File: src/rtl/fa_pkg.sv
package fa_pkg;

    localparam int ADDR_W     = 13;
    localparam int CHAN_W     = 7;
    localparam int STRM_W     = 5;
    localparam int MODE_W     = 2;
    localparam int LINES      = 24;
    localparam int BASE_CHANS = 32;
    localparam int BASE_RX    = 'h400;

    typedef enum logic [MODE_W-1:0] {
        RATE_2M     = 2'b00,
        RATE_4M     = 2'b01,
        RATE_8M     = 2'b10,
        RATE_8M_ALT = 2'b11
    } rate_e;

    typedef struct packed {
        logic [CHAN_W-1:0] chan_mask;
        logic [STRM_W-1:0] streams;
        logic [ADDR_W-1:0] rx_off;
        logic [ADDR_W-1:0] half_stride;
    } map_t;

    typedef struct packed {
        rate_e mode;
    } top_st_t;

    typedef struct packed {
        logic [CHAN_W-1:0] chan;
    } ctr_st_t;

    typedef struct packed {
        logic [ADDR_W-1:0] addr;
        logic              vld;
        logic              half;
    } port_st_t;

    // Channel count doubles per rate step; the fastest rate splits lines into in/out.
    function automatic map_t decode_map(rate_e r);
        map_t m;
        int   sh;
        sh = (r == RATE_2M) ? 0 : ((r == RATE_4M) ? 1 : 2);
        m.chan_mask   = CHAN_W'((BASE_CHANS << sh) - 1);
        m.streams     = (sh == 2) ? STRM_W'(LINES / 2) : STRM_W'(LINES);
        m.rx_off      = ADDR_W'(BASE_RX << ((sh == 0) ? 0 : 1));
        m.half_stride = ADDR_W'(BASE_RX << ((sh == 0) ? 1 : 2));
        return m;
    endfunction

endpackage

File: src/rtl/fa_chan_ctr.sv
module fa_chan_ctr
    import fa_pkg::*;
(
    input  logic              clk_i,
    input  logic              rst_ni,
    input  logic              frame_start_i,
    input  logic              tick_i,
    input  logic [CHAN_W-1:0] chan_mask_i,
    output logic [CHAN_W-1:0] chan_o
);

    ctr_st_t st_d, st_q;

    always_comb begin
        st_d = st_q;
        if (frame_start_i) begin
            st_d.chan = '0;
        end else if (tick_i) begin
            st_d.chan = (st_q.chan == chan_mask_i) ? '0 : st_q.chan + CHAN_W'(1);
        end
        if (!rst_ni) begin
            st_d = '0;
        end
    end

    always_ff @(posedge clk_i) begin
        st_q <= st_d;
    end

    assign chan_o = st_q.chan;

endmodule

File: src/rtl/fa_dir_port.sv
module fa_dir_port
    import fa_pkg::*;
#(
    parameter logic [CHAN_W-1:0] CHAN_OFS = CHAN_W'(2),
    parameter bit                IS_RX    = 1'b0
) (
    input  logic              clk_i,
    input  logic              rst_ni,
    input  map_t              map_i,
    input  logic [CHAN_W-1:0] chan_i,
    input  logic              req_i,
    input  logic [STRM_W-1:0] strm_i,
    output logic [ADDR_W-1:0] addr_o,
    output logic              vld_o,
    output logic              blk_o
);

    port_st_t          st_d, st_q;
    logic [CHAN_W-1:0] tgt;
    logic              ok;
    logic              last;
    logic [ADDR_W-1:0] half_base;
    logic [ADDR_W-1:0] reg_base;
    logic [ADDR_W-1:0] addr;

    always_comb begin
        tgt       = (chan_i + CHAN_OFS) & map_i.chan_mask;
        ok        = req_i && (strm_i < map_i.streams);
        last      = ok && (tgt == map_i.chan_mask)
                       && (strm_i == (map_i.streams - STRM_W'(1)));
        half_base = st_q.half ? map_i.half_stride : '0;
        reg_base  = IS_RX ? map_i.rx_off : '0;
        addr      = half_base + reg_base
                  + (ADDR_W'(tgt) * ADDR_W'(map_i.streams))
                  + ADDR_W'(strm_i);

        st_d     = st_q;
        st_d.vld = ok;
        if (ok) begin
            st_d.addr = addr;
        end
        if (last) begin
            st_d.half = ~st_q.half;
        end
        if (!rst_ni) begin
            st_d = '0;
        end
    end

    always_ff @(posedge clk_i) begin
        st_q <= st_d;
    end

    assign addr_o = st_q.addr;
    assign vld_o  = st_q.vld;
    assign blk_o  = st_q.half;

endmodule

File: src/rtl/fa_addr_gen.sv
module fa_addr_gen
    import fa_pkg::*;
#(
    parameter int RD_LEAD = 2,
    parameter int WR_LAG  = 1
) (
    input  logic              clk_i,
    input  logic              rst_ni,
    input  logic [MODE_W-1:0] mode_i,
    input  logic              frame_start_i,
    input  logic              chan_tick_i,
    input  logic              rd_req_i,
    input  logic [STRM_W-1:0] rd_strm_i,
    input  logic              wr_req_i,
    input  logic [STRM_W-1:0] wr_strm_i,
    output logic [ADDR_W-1:0] rd_addr_o,
    output logic              rd_vld_o,
    output logic              rd_blk_o,
    output logic [ADDR_W-1:0] wr_addr_o,
    output logic              wr_vld_o,
    output logic              wr_blk_o
);

    localparam int                DIRS   = 2;
    localparam logic [CHAN_W-1:0] RD_OFS = CHAN_W'(RD_LEAD);
    localparam logic [CHAN_W-1:0] WR_OFS = CHAN_W'((1 << CHAN_W) - WR_LAG);

    top_st_t           st_d, st_q;
    logic [MODE_W-1:0] mode_q;
    map_t              map;
    logic [CHAN_W-1:0] chan;

    logic [DIRS-1:0]             req_v;
    logic [DIRS-1:0][STRM_W-1:0] strm_v;
    logic [DIRS-1:0][ADDR_W-1:0] addr_v;
    logic [DIRS-1:0]             vld_v;
    logic [DIRS-1:0]             blk_v;

    // Mode is only sampled while reset is held.
    always_comb begin
        st_d = st_q;
        if (!rst_ni) begin
            st_d.mode = rate_e'(mode_i);
        end
    end

    always_ff @(posedge clk_i) begin
        st_q <= st_d;
    end

    assign mode_q = st_q.mode;
    assign map    = decode_map(st_q.mode);

    fa_chan_ctr i_chan_ctr (
        .clk_i         (clk_i),
        .rst_ni        (rst_ni),
        .frame_start_i (frame_start_i),
        .tick_i        (chan_tick_i),
        .chan_mask_i   (map.chan_mask),
        .chan_o        (chan)
    );

    assign req_v  = {wr_req_i, rd_req_i};
    assign strm_v = {wr_strm_i, rd_strm_i};

    for (genvar g = 0; g < DIRS; g++) begin : g_dir
        localparam logic [CHAN_W-1:0] OFS = (g == 0) ? RD_OFS : WR_OFS;
        fa_dir_port #(
            .CHAN_OFS (OFS),
            .IS_RX    (g == 1)
        ) i_port (
            .clk_i  (clk_i),
            .rst_ni (rst_ni),
            .map_i  (map),
            .chan_i (chan),
            .req_i  (req_v[g]),
            .strm_i (strm_v[g]),
            .addr_o (addr_v[g]),
            .vld_o  (vld_v[g]),
            .blk_o  (blk_v[g])
        );
    end

    assign rd_addr_o = addr_v[0];
    assign rd_vld_o  = vld_v[0];
    assign rd_blk_o  = blk_v[0];
    assign wr_addr_o = addr_v[1];
    assign wr_vld_o  = vld_v[1];
    assign wr_blk_o  = blk_v[1];

endmodule

File: config.mk
export PLATFORM = sky130hd
export DESIGN_NAME = fa_addr_gen
export DESIGN_NICKNAME = d
export VERILOG_FILES = /design/src/rtl/fa_pkg.sv /design/src/rtl/fa_chan_ctr.sv /design/src/rtl/fa_dir_port.sv /design/src/rtl/fa_addr_gen.sv
export SDC_FILE = /design/constraint.sdc
export NUM_CORES = 1
export LEC_CHECK = 0
export CORE_AREA = 8 8 132 73
export DETAILED_ROUTE_END_ITERATION = 10
export DIE_AREA = 0 0 140 81
export GPL_ROUTABILITY_DRIVEN = 0
export PLACE_DENSITY = 0.85
export SETUP_SLACK_MARGIN = 0.5
export SKIP_CTS_REPAIR_TIMING = 1
export SYNTH_ARGS = -nofsm -noshare
export SYNTH_HDL_FRONTEND = slang
export SYNTH_SLANG_ARGS = --single-unit
File: constraint.sdc
create_clock -name clk_i -period 4.59 [get_ports clk_i]
set_input_delay 0.459 -clock clk_i [delete_from_list [all_inputs] [get_ports clk_i]]
set_output_delay 0.459 -clock clk_i [all_outputs]
set_load 0.05 [all_outputs]
## After elaboration in Yosys (flattened, before gate mapping)

Index checks and enable logic that the tools add are counted.

| word-level totals | value |
|---|---|
| bits in registers | 39 |
| bits in latches | 0 |
| RAM bits | 0 |
| bits in read-only memories | 0 |
| input port bits | 18 |
| output and inout bits | 30 |
| word-level logic and storage cells | 54 |
| memories | 0 |

| operators by class | value |
|---|---|
| add/sub/neg operators | 10 |
| multipliers | 2 |
| div/mod/pow operators | 0 |
| order comparisons | 2 |
| equality and inequality tests | 7 |
| shift operators | 3 |
| multiplexer cells | 8 |
| bitwise gates (word level) | 5 |
| reduce and logical (&&, ||, !) cells | 9 |

Operators with widths:

| operator | count |
|---|---|
| 32-bit zero test | 1 |
| 13-bit by 12-bit adder with 13-bit output | 2 |
| 13-bit by 5-bit adder with 13-bit output | 2 |
| 13-bit two-way mux | 2 |
| 7-bit by 5-bit multiplier with 12-bit output | 2 |
| 7-bit equality test | 3 |
| 7-bit bitwise AND | 2 |
| 13-bit adder | 1 |
| 11-bit by 1-bit left shift with 13-bit output (first input constant) | 1 |
| 11-bit by 2-bit left shift with 13-bit output (first input constant) | 1 |
| 5-bit equality test | 2 |
| 5-bit less-than comparator | 2 |
| 7-bit by 1-bit adder with 7-bit output (second input constant) | 1 |
| 7-bit by 2-bit adder with 7-bit output (second input constant) | 1 |
| 7-bit adder (second input constant) | 1 |
| 7-bit two-way mux | 1 |
| 6-bit by 2-bit left shift with 7-bit output (first input constant) | 1 |
| 7-bit by 2-bit subtractor with 7-bit output (second input constant) | 1 |
| 1-bit logical AND | 6 |
| 2-bit two-way mux | 3 |
| 5-bit two-way mux | 1 |
| 5-bit by 1-bit subtractor with 5-bit output (second input constant) | 1 |
| 1-bit inverter | 3 |
| 2-bit by 1-bit equality test with 1-bit output (second input constant) | 1 |
| 4 further kinds | 4 |

## Longest topological paths before layout

Gate-level depths: netlist (run 1).

| depth | value |
|---|---|
| depth after elaboration | 10 |
| mapped depth | 19 |
| gate-level depth less buffers | 18 |

## Hierarchy

A second synthesis (run 1) with hierarchy kept.

| unflattened totals | value |
|---|---|
| cells, all modules | 672 |
| area, all modules | 5982.0 µm² |

Modules (own cells, without submodules):

| module | instances | cells each | area each (µm²) | sequential area each (µm²) |
|---|---|---|---|---|
| fa_dir_port (g_dir[1].i_port) | 1 | 332 | 2859.0 | 300.3 |
| fa_dir_port (g_dir[0].i_port) | 1 | 284 | 2546.2 | 300.3 |
| fa_chan_ctr | 1 | 47 | 488.0 | 140.1 |
| fa_addr_gen | 1 | 9 | 88.8 | 60.1 |

## Worst setup path after synthesis (run 1)

No wires, ideal clock.

| timing | value |
|---|---|
| path type | register to register |
| start point | reg i_chan_ctr.st_q, in the netlist i_chan_ctr.chan_o[0] |
| end point | reg g_dir[1].i_port.st_q, in the netlist g_dir[1].i_port.addr_o[10] |
| setup time | 0.120 ns |
| data arrival time | 4.139 ns |
| data required time | 4.470 ns |
| setup slack | 0.331 ns |
| cell stages (with the launch flop) | 18 |
| path buffers | 1 |
| period minus slack after synthesis | 4.259 ns |
| path through | dfxtp_1 > buf_2 > inv_1 > ha_1 > nor3b_2 > xnor2_1 > or2_2 > fa_1 > inv_1 > ha_1 > ha_1 > ha_1 > ha_1 > and2_1 > a22o_1 > o21ai_0 > nor4_1 > a211o_1 |

| between the ends | value |
|---|---|
| word-level cells in the longest chain between the ends | 5 |

Ends and longest elaborated chain:

| item | RTL line | RTL |
|---|---|---|
| start: declaration | fa_chan_ctr.sv:12 | `ctr_st_t st_d, st_q;` |
| start signal: assignment | fa_chan_ctr.sv:27 | `st_q <= st_d;` |
| 7-bit adder | fa_dir_port.sv:27 | `tgt = (chan_i + CHAN_OFS) & map_i.chan_mask;` |
| 7-bit bitwise AND | fa_dir_port.sv:27 |  |
| 7-bit by 5-bit multiplier with 12-bit output | fa_dir_port.sv:34 | `+ (ADDR_W'(tgt) * ADDR_W'(map_i.streams))` |
| 13-bit by 12-bit adder with 13-bit output | fa_dir_port.sv:34 |  |
| 13-bit by 5-bit adder with 13-bit output | fa_dir_port.sv:35 | `+ ADDR_W'(strm_i);` |
| end signal: assignment | fa_dir_port.sv:51 | `st_q <= st_d;` |
| end: declaration | fa_dir_port.sv:18 | `port_st_t st_d, st_q;` |

No other way between the ends.
A chain may end at the register's enable or synchronous reset.

## Worst setup path after layout (run 1)

| timing | value |
|---|---|
| start point | reg i_chan_ctr.st_q, in the netlist i_chan_ctr.chan_o[1] |
| end point | reg g_dir[1].i_port.st_q, in the netlist g_dir[1].i_port.addr_o[12] |

Same word-level chain as after synthesis.

==> results of run 1 <==
==> layer usage <==
metal	track usage	wire length [um]	vias to the layer above	part of all wire
li1	-	-	1544	-
met5	0	0	-	0
met1	0.204	4230	1527	0.45
met4	0.0451	168	0	0.018
met2	0.277	4510	81	0.48
met3	0.0398	506	16	0.054
==> worst reg2reg max path, cell delays in order (launching register included) <==
cell and delay (ns):
dfxtp_4 0.38, inv_4 0.11, ha_1 0.17, a21boi_4 0.29, nand2_2 0.14, xnor2_4 0.24
nand2_2 0.09, fa_1 0.40, inv_1 0.07, ha_2 0.18, fa_1 0.42, ha_1 0.31
ha_2 0.21, or4_4 0.52, o22ai_2 0.14, xnor2_1 0.09, a211oi_1 0.21
==> synth_stat cells (7+ instances only) <==
cell type	n	area (sq um)
ha_1	76	951
nand2_1	61	229
inv_1	43	161
dfxtp_1	37	741
a21oi_1	21	105
nor2_1	20	75.1
xnor2_1	18	158
fa_1	16	320
clkbuf_1	8	30.0
o21a_1	8	60.1
nand3_1	7	35.0
xor2_1	7	61.3
==> flip-flops by register name, indices dropped and copies added (netlist names) <==
name and count:
g_dir.i_port.addr_o 26, i_chan_ctr.chan_o 7, g_dir.i_port.blk_o 2, g_dir.i_port.vld_o 2
mode_q 2
==> per-stage QoR <==
step	worst slack, ns	utilization	std cells
floorplan	0.491	-	423
global placement	0.323	0.557	559
detailed placement	0.141	0.557	559
CTS	0.121	0.578	567
global route	0.391	0.622	575
finish	0.528	0.622	575
==> worst paths after layout <==
path / endpoint / slack [ns] / depth (start not counted)
worst max-delay path: g_dir[1].i_port.addr_o[12] / 0.53 / 16
worst min-delay path: g_dir[1].i_port.addr_o[6] / 0.46 / 2
worst max register to register: g_dir[1].i_port.addr_o[12] / 0.53 / 16
worst min register to register: g_dir[1].i_port.addr_o[6] / 0.46 / 2
==> layout make-up <==
| type | instances | area, sq um |
|---|---|---|
| clock buffer | 5 | 125 |
| clock inverter | 3 | 38.8 |
| fill | 594 | 2920 |
| inverter | 44 | 168 |
| multi-input combinational | 323 | 2950 |
| sequential | 39 | 815 |
| tap | 100 | 125 |
| timing repair buffer | 61 | 576 |
==> logic make-up after synthesis <==
group,Yosys count,synth area share
AND/OR/NAND/NOR,138,0.184
buffers and inverters,61,0.0756
XOR/XNOR,26,0.0656
multiplexers,2,0.00533
other,1,0.000999
flip-flops,39,0.213
adder cells (fa/ha/maj),92,0.339
AO/OA/AOI/OAI,63,0.117
==> power breakdown <==
group	switching, mW	leakage, nW	internal (mW)
Sequential	0.0186	0.325	0.373
Combinational	0.475	1.83	0.395
Clock	0.152	0.0812	0.254
Total	0.645	2.23	1.02
==> placed cells by master, fill, tap and decap left out, types with 5 or more instances in the layout <==
master,Yosys,routed
xor2_1,7,6
nor4_1,5,5
a211oi_1,5,5
xnor2_1,18,14
or2_2,5,5
dfxtp_1,37,32
ha_1,76,60
fa_1,16,15
nand2_1,61,59
inv_1,43,41
clkbuf_16,0,5
clkdlybuf4s50_1,0,47
nand3_1,7,7
nand4b_1,5,5
ha_2,0,6
buf_4,0,14
a21oi_1,21,20
nor2_1,20,20
ha_4,0,10
o21a_1,8,8
==> implementation parameters, run 1 <==
Parameter                              Value

CTS
  Clock root buffer master    clkbuf_16
  Skew-Pair Late Insertion Delay    slightly below 0.3 ns
  CTS clock-pin slew for the worst setup and hold paths    0.06 ns
  Number of buffers created by CTS    5
  CTS tree    built
  Sink Count    39
  H-tree levels    2
  Deepest clock path buffer count    2

Logic synthesis
  Number of enable-type register cells in the synthesized netlist    2
  Fraction of synthesis flops using an asynchronous set or reset pin    0
  Cell count after synthesis    ~420
  Share of synthesized area occupied by flip-flops and latches    0.213
  Netlist Area Pre-Place    around 3800 sq um
  Post-Synthesis Mean Instance Area    8.90 sq um
  Primary FF master, synth    dfxtp_1
  Number of register bits inferred by synthesis    39
  Number of distinct library cell variants in the gate-level netlist after synthesis    54
  Syn. warnings    0

Critical path
  Origin of the worst setup path    i_chan_ctr.chan_o[1]
  CP max stage cell    or4_4
  RR Startpoint    i_chan_ctr.chan_o[1]
  Sort of element at the start of the critical path    flop
  Crit path capture type    flop
  Maximum single-stage delay on the critical path    about 0.52 ns
  Highest fanout seen on the critical path    7
  Cells along the critical path    inv_4, ha_1, a21boi_4, nand2_2, xnor2_4, nand2_2, fa_1, inv_1, ha_2, fa_1, ha_1, ha_2, or4_4, o22ai_2, xnor2_1, a211oi_1
  Crit path arrival time    4.26 ns
  WP buf/inv    2
  Required @ worst endpoint    between 4 and 5 ns
  Kind of cell adding the most delay to the critical path    adder cells
  Setup CP Type    reg2reg

Timing
  Final setup violation count    0
  Normalized max-slew margin    0.207
  Worst slack on hold paths    0.456 ns
  Worst-Margin Slew    1.18 ns
  Highest attainable clock frequency    roughly 0.25 GHz
  Time the worst path needs with I/O delays and setup    approximately 4 ns
  Fin Setup TNS    0 ns
  Final worst path period share    0.885
  Final-report hold violation count    0
  Setup repair after global routing missed its margin    true
  Max-slew violation count    0
  Maximum clock skew at final layout    0.0100 ns

Power and ir drop
  Pwr/cell area    about 350 nW/um^2
  Leakage Power    2.23 nW
  Overall power after layout    about 1.7 mW
  Worst IR drop on VDD    about 310 uV

Cells and area
  Layout Area Growth over Synthesis    27.7%
  Share of layout cells above drive strength 1    0.154
  Number of nets in the finished design    about 600
  Layout Cell Area excl Fill    4790 sq um
  Number of antenna cells inserted    0

Global routing
  Via count of the first global-routing pass    roughly 3100
  First-pass GRT wire length    between 15 and 20 mm
  Overflow left after global routing    0
  Global-route usage over all layers    0.162
  Initial antenna violation count    0
  Pin count of the biggest net entering global routing    28

Detailed routing
  Routed WL per cell    between 15 and 20 um
  Via Count    3168
  Final antenna-violating net count    0
  Total detailed-routing wirelength    9.41 mm
  Drt first pass iters    5
  DR DRC count    0
  First-iteration detailed-routing DRC count    roughly 160
  Mean number of vias per cell    5.51

Placed design
  HPWL after DPL    6.89 mm
  Standard cell area after detailed placement    roughly 4300 sq um
  Port Buffer Count    47

Die
  Width of the die    about 140 um
  Floorplan Core Area    between 7000 and 8000 sq um
  Die extent in y    just over 80 um
  Initial cell density of the core    0.487
  DIE AREA    roughly 11000 sq um
  Num ports    between 40 and 50
  Row count    23

Hold path
  Min-Delay Startpoint    g_dir[1].i_port.addr_o[6]
  Hold crit path type    reg2reg

Job
  Max_cap viols    0

Outcome
  Outcome    completed
(Power assumes the default switching activity.)
==> run 2: changes to the inputs <==
Settings changed: CORE_AREA 8 8 132 73 to 8 8 168 91, DIE_AREA 0 0 140 81 to 0 0 176 99, PLACE_DENSITY 0.85 to 0.59.
==> run 2 against run 1 <==
Non-clock buffer count grew 3. Design area grew 2.1%. Final cell count grew 14%. Clock-buffer cell count grew 2. Die area grew 54%. Hold slack gained 0.00096 ns. Critical path type unchanged. Critical endpoint is now g_dir[1].i_port.addr_o[10].
==> implementation parameters, run 2 (synthesis results as in run 1) <==
Parameter                              Value

Global routing
  Via count of the first global-routing pass    2984
  Overflow left after global routing    0
  Pin count of the biggest net entering global routing    25
  First-pass GRT wire length    between 10 and 15 mm
  Initial antenna violation count    0
  Global-route usage over all layers    0.102

Outcome
  Outcome    completed

Timing
  Time the worst path needs with I/O delays and setup    roughly 4 ns
  Fin Setup TNS    0 ns
  Max-slew violation count    0
  Highest attainable clock frequency    roughly 0.25 GHz
  Setup repair after global routing missed its margin    true
  Final-report hold violation count    0
  Worst-Margin Slew    approximately 0.73 ns
  Maximum clock skew at final layout    roughly 0.0056 ns
  Final worst path period share    0.870
  Final setup violation count    0
  Normalized max-slew margin    0.512

Job
  Max_cap viols    0

Critical path
  Most Frequent Cell on Critical Path    ha_1
  Setup CP Type    reg2reg
  Maximum single-stage delay on the critical path    just under 0.5 ns
  Crit path arrival time    around 4.2 ns
  CP max stage cell    fa_1
  Cells along the critical path    inv_6, ha_4, nor3b_4, xnor2_2, nand2b_1, fa_1, inv_1, ha_1, ha_1, ha_4, ha_1, a21o_1, a22o_1, o21ai_2, nor4_1, a211o_1
  RR Startpoint    i_chan_ctr.chan_o[1]
  Required @ worst endpoint    4.77 ns
  Sort of element at the start of the critical path    flop
  Origin of the worst setup path    i_chan_ctr.chan_o[1]
  Highest fanout seen on the critical path    7
  Crit path capture type    flop

Detailed routing
  Final antenna-violating net count    0
  Routed WL per cell    ~14 um
  DR DRC count    0
  Via Count    about 3000
  Total detailed-routing wirelength    slightly above 9 mm
  Drt first pass iters    4
  Mean number of vias per cell    about 4.7
  First-iteration detailed-routing DRC count    ~130

Die
  Initial cell density of the core    0.288
  Width of the die    roughly 180 um
  DIE AREA    17400 sq um
  Floorplan Core Area    around 13000 sq um
  Row count    30
  Num ports    48
  Die extent in y    just under 100 um

Cells and area
  Share of layout cells above drive strength 1    0.167
  Max FFs per register    26
  Commonest non-fill, non-tap cell in the layout    ha_1
  Layout Cell Area excl Fill    4900 sq um
  Number of nets in the finished design    a little under 600
  Number of antenna cells inserted    0
  Layout Area Growth over Synthesis    30.4%
  Most used cells in the layout excluding fill and tap cells    ha_1, nand2_1, clkdlybuf4s50_1, inv_1, dfxtp_1

CTS
  Skew-Pair Late Insertion Delay    just under 0.3 ns
  Number of buffers created by CTS    5
  Clock root buffer master    clkbuf_16
  H-tree levels    2
  Deepest clock path buffer count    2
  CTS tree    built
  CTS clock-pin slew for the worst setup and hold paths    about 0.060 ns
  Sink Count    39

Power and ir drop
  Worst IR drop on VDD    between 200 and 250 uV
  Pwr/cell area    between 300 and 400 nW/um^2
  Leakage Power    2.23 nW

Hold path
  Min-Delay Startpoint    g_dir[0].i_port.addr_o[5]
  Hold crit path type    reg2reg

Placed design
  HPWL after DPL    6.97 mm
  Standard cell area after detailed placement    between 4000 and 5000 sq um
  Port Buffer Count    between 40 and 50
-- run 2: cell count changes in the layout (fill, tap and decap cells not counted), moves of 2 or more --
| cell | previous run | this run |
|---|---|---|
| buf_4 | 14 | 16 |
| clkbuf_1 | 0 | 2 |
| a21oi_1 | 20 | 18 |
| a21oi_2 | 1 | 3 |
| inv_1 | 41 | 39 |
-- run 2: area by class of cell --
cell class	instances	area, sq um
clock inverters	1	5.00
clock buffers	7	133
multi-input cells	323	2950
inverters	44	174
flip-flops and latches	39	817
fillers	1327	8130
well taps	176	220
repair buffers	64	602
-- run 2: critical path, delay by kind of cell (launching register included) --
family	cells	cell delay, ns
adder cells (fa/ha/maj)	6	1.80
AO/OA/AOI/OAI	4	0.91
AND/OR/NAND/NOR	3	0.49
flip-flops	1	0.37
XOR/XNOR	1	0.15
buffers and inverters	2	0.13
-- run 2: path summary, 6_finish.rpt --
path	endpoint	slack (ns)	depth (start not counted)
worst max-delay path	g_dir[1].i_port.addr_o[10]	0.60	16
worst min-delay path	g_dir[0].i_port.addr_o[5]	0.46	2
worst max register to register	g_dir[1].i_port.addr_o[10]	0.60	16
worst min register to register	g_dir[0].i_port.addr_o[5]	0.46	2
-- run 2: routing by layer --
metal / wire length, um / track usage / vias to the layer above
met4: 59 / 0.0175 / 0
li1: - / - / 1552
met1: 4600 / 0.142 / 1448
met5: 0 / 0 / -
met3: 452 / 0.0336 / 8
met2: 4100 / 0.153 / 40
-- run 2: report_power, final --
part / switching [mW] / total (mW) / internal [mW] / leakage [nW]
registers: 0.0188 / 0.392 / 0.373 / 0.325
logic: 0.454 / 0.836 / 0.382 / 1.84
clock network: 0.145 / 0.346 / 0.201 / 0.0679
-- run 2: per-stage QoR --
stage / util / cells / setup WS, ns / power (mW) / hold WS (ns)
final: 0.376 / 654 / 0.598 / 1.57 / 0.457
after global routing: 0.376 / 654 / 0.413 / 1.70 / 0.479
after CTS: 0.347 / 643 / 0.153 / 1.43 / 0.460
after detailed placement: 0.337 / 635 / 0.174 / 1.08 / 0.447
after global placement: 0.337 / 635 / 0.291 / 1.07 / 0.440
after floorplan: - / 423 / 0.491 / 0.900 / 0.558
==> run 3: changes to the inputs <==
Settings changed: GPL_TIMING_DRIVEN set to 0, SLEW_MARGIN set to 40.
==> run 3 against run 2 <==
Via count up 3.6%. Register-to-register slack worse by 0.05 ns. Clock skew is 0.00059 ns higher. Hold slack gained 0.00055 ns. Fmax fell by 1.2%. Critical path type unchanged.
==> implementation parameters, run 3 (synthesis results as in run 1) <==
Parameter                              Value

Outcome
  Outcome    completed

Cells and area
  Layout Cell Area excl Fill    ~5300 sq um
  Number of nets in the finished design    a little over 600
  Most used cells in the layout excluding fill and tap cells    nand2_1, ha_1, clkdlybuf4s50_1, inv_1, dfxtp_1
  Share of layout cells above drive strength 1    0.218
  Utilization after layout    0.404
  Commonest non-fill, non-tap cell in the layout    nand2_1
  Max FFs per register    26
  Number of antenna cells inserted    0
  Layout Area Growth over Synthesis    40.3%

Critical path
  Setup CP Type    reg2reg
  Kind of cell adding the most delay to the critical path    adder cells
  FF-to-FF End    g_dir[1].i_port.addr_o[12]
  Maximum single-stage delay on the critical path    ~0.55 ns
  Cells along the critical path    buf_8, clkinvlp_4, ha_4, nor3b_4, nand2_1, xnor2_1, and2_1, inv_1, fa_1, inv_1, ha_2, ha_1, ha_1, ha_2, or4_4, o22ai_4, xnor2_2, a211oi_2
  Crit path arrival time    4.19 ns
  CP max stage cell    or4_4
  WP buf/inv    4
  Crit path capture type    flop
  Register-to-Register Path Depth    18
  Highest fanout seen on the critical path    5
  RR Startpoint    i_chan_ctr.chan_o[0]
  FF-to-FF setup slack    roughly 0.55 ns
  Required @ worst endpoint    between 4 and 5 ns
  Sort of element at the start of the critical path    flop

CTS
  Number of buffers created by CTS    5
  Sink Count    39
  Deepest clock path buffer count    2
  CTS clock-pin slew for the worst setup and hold paths    around 0.07 ns
  CTS tree    built
  Clock root buffer master    clkbuf_16
  Skew-Pair Late Insertion Delay    0.29 ns
  H-tree levels    2

Timing
  Worst-Margin Slew    roughly 0.7 ns
  Final setup violation count    0
  Max-slew violation count    0
  Setup repair after global routing missed its margin    false
  Final worst path period share    0.880
  Final-report hold violation count    0
  Time the worst path needs with I/O delays and setup    slightly above 4 ns
  Maximum clock skew at final layout    a little over 0.006 ns
  Worst path setup slack after routing    between 0.5 and 0.6 ns
  Highest attainable clock frequency    0.247 GHz
  Normalized max-slew margin    0.531
  Fin Setup TNS    0 ns

Die
  Die extent in y    99 um
  Initial cell density of the core    0.288
  Row count    30
  Num ports    48
  DIE AREA    about 17000 sq um
  Floorplan Core Area    ~13000 sq um
  Width of the die    176 um

Global routing
  First-pass GRT wire length    16.1 mm
  Via count of the first global-routing pass    roughly 3100
  Pin count of the biggest net entering global routing    14
  Initial antenna violation count    0
  Overflow left after global routing    0
  Global-route usage over all layers    0.114

Power and ir drop
  Sequential cell fraction of total power    0.229
  Switching power as a share of total power    0.398
  Combinational Power Share    0.564
  Leakage Power    about 2.3 nW
  Pwr/cell area    roughly 330 nW/um^2
  Internal power summed over all cells    between 1 and 1.5 mW
  Switching pwr    between 0.6 and 0.7 mW
  Worst IR drop on VDD    223 uV
  Part of the power in the clock network    0.207

Detailed routing
  Mean number of vias per cell    roughly 4.7
  Routed WL per cell    15.2 um
  First-iteration detailed-routing DRC count    124
  Final antenna-violating net count    0
  Drt first pass iters    5
  Total detailed-routing wirelength    10.2 mm
  DR DRC count    0
  Via Count    roughly 3200

Placed design
  Port Buffer Count    47
  Worst slack at placement    around 0.06 ns
  HPWL after DPL    a little under 8 mm
  Standard cell area after detailed placement    4460 sq um

Hold path
  Hold-critical path depth    2
  Sink of the worst hold path    g_dir[1].i_port.addr_o[6]
  Min-Delay Startpoint    g_dir[1].i_port.addr_o[6]
  Hold crit path type    reg2reg

Job
  Max_cap viols    0
[run 3: changes by cell type in the layout (fill, tap and decap cells not counted), moves of 3 or more]
cell	delta
clkinvlp_4	+3
buf_6	+4
ha_4	+14
ha_1	-12
clkbuf_1	+4
[run 3: per-stage QoR]
stage / hold slack, ns / cells / power, mW
finish: 0.457 / 672 / 1.72
global route: 0.480 / 672 / 1.84
CTS: 0.457 / 654 / 1.46
detailed placement: 0.447 / 646 / 1.09
global placement: 0.443 / 646 / 1.08
floorplan: 0.558 / 423 / 0.900
[run 3: power by group through the flow]
stage | Clock (mW) | Combinational (mW) | Sequential, mW
2_1_floorplan | 0 | 0.394 | 0.506
3_3_place_gp | 0 | 0.674 | 0.401
3_5_place_dp | 0 | 0.686 | 0.402
4_1_cts | 0.368 | 0.697 | 0.394
5_1_grt | 0.381 | 1.06 | 0.397
6_report | 0.356 | 0.969 | 0.393
[run 3: worst max path at each step]
stage / from / cells past startpoint / end / slack [ns]
floorplan: i_chan_ctr.chan_o[0] / 17 / g_dir[1].i_port.addr_o[10] / 0.49
global placement: mode_q[1] / 16 / g_dir[1].i_port.addr_o[11] / 0.01
detailed placement: mode_q[1] / 16 / g_dir[1].i_port.addr_o[11] / 0.06
CTS: mode_q[1] / 16 / g_dir[1].i_port.addr_o[11] / 0.02
global route: i_chan_ctr.chan_o[0] / 18 / g_dir[1].i_port.addr_o[12] / 0.41
finish: i_chan_ctr.chan_o[0] / 18 / g_dir[1].i_port.addr_o[12] / 0.55
[run 3: layout make-up]
cell class	instances	area (sq um)
Clock inverter	3	20.0
Tap cell	176	220
Clock buffer	5	125
Inverter	44	175
Fill cell	1272	7760
Buffer	17	139
Multi-Input combinational cell	323	3160
Sequential cell	39	810
Timing Repair Buffer	65	622
[run 3: worst register-to-register path, cell delays in order, from the launching register on]
cell	delay, ns
dfxtp_4	0.36
buf_8	0.12
clkinvlp_4	0.08
ha_4	0.14
nor3b_4	0.23
nand2_1	0.10
xnor2_1	0.19
and2_1	0.18
inv_1	0.06
fa_1	0.35
inv_1	0.08
ha_2	0.27
ha_1	0.30
ha_1	0.30
ha_2	0.22
or4_4	0.55
o22ai_4	0.14
xnor2_2	0.15
a211oi_2	0.09
[run 3: per-layer routing]
metal / global-route usage / up-vias / share of wire
met1: 0.168 / 1508 / 0.51
met3: 0.0317 / 4 / 0.061
met2: 0.163 / 56 / 0.43
met5: 0 / - / 0
li1: - / 1589 / -
met4: 0.0162 / 0 / 0.0050
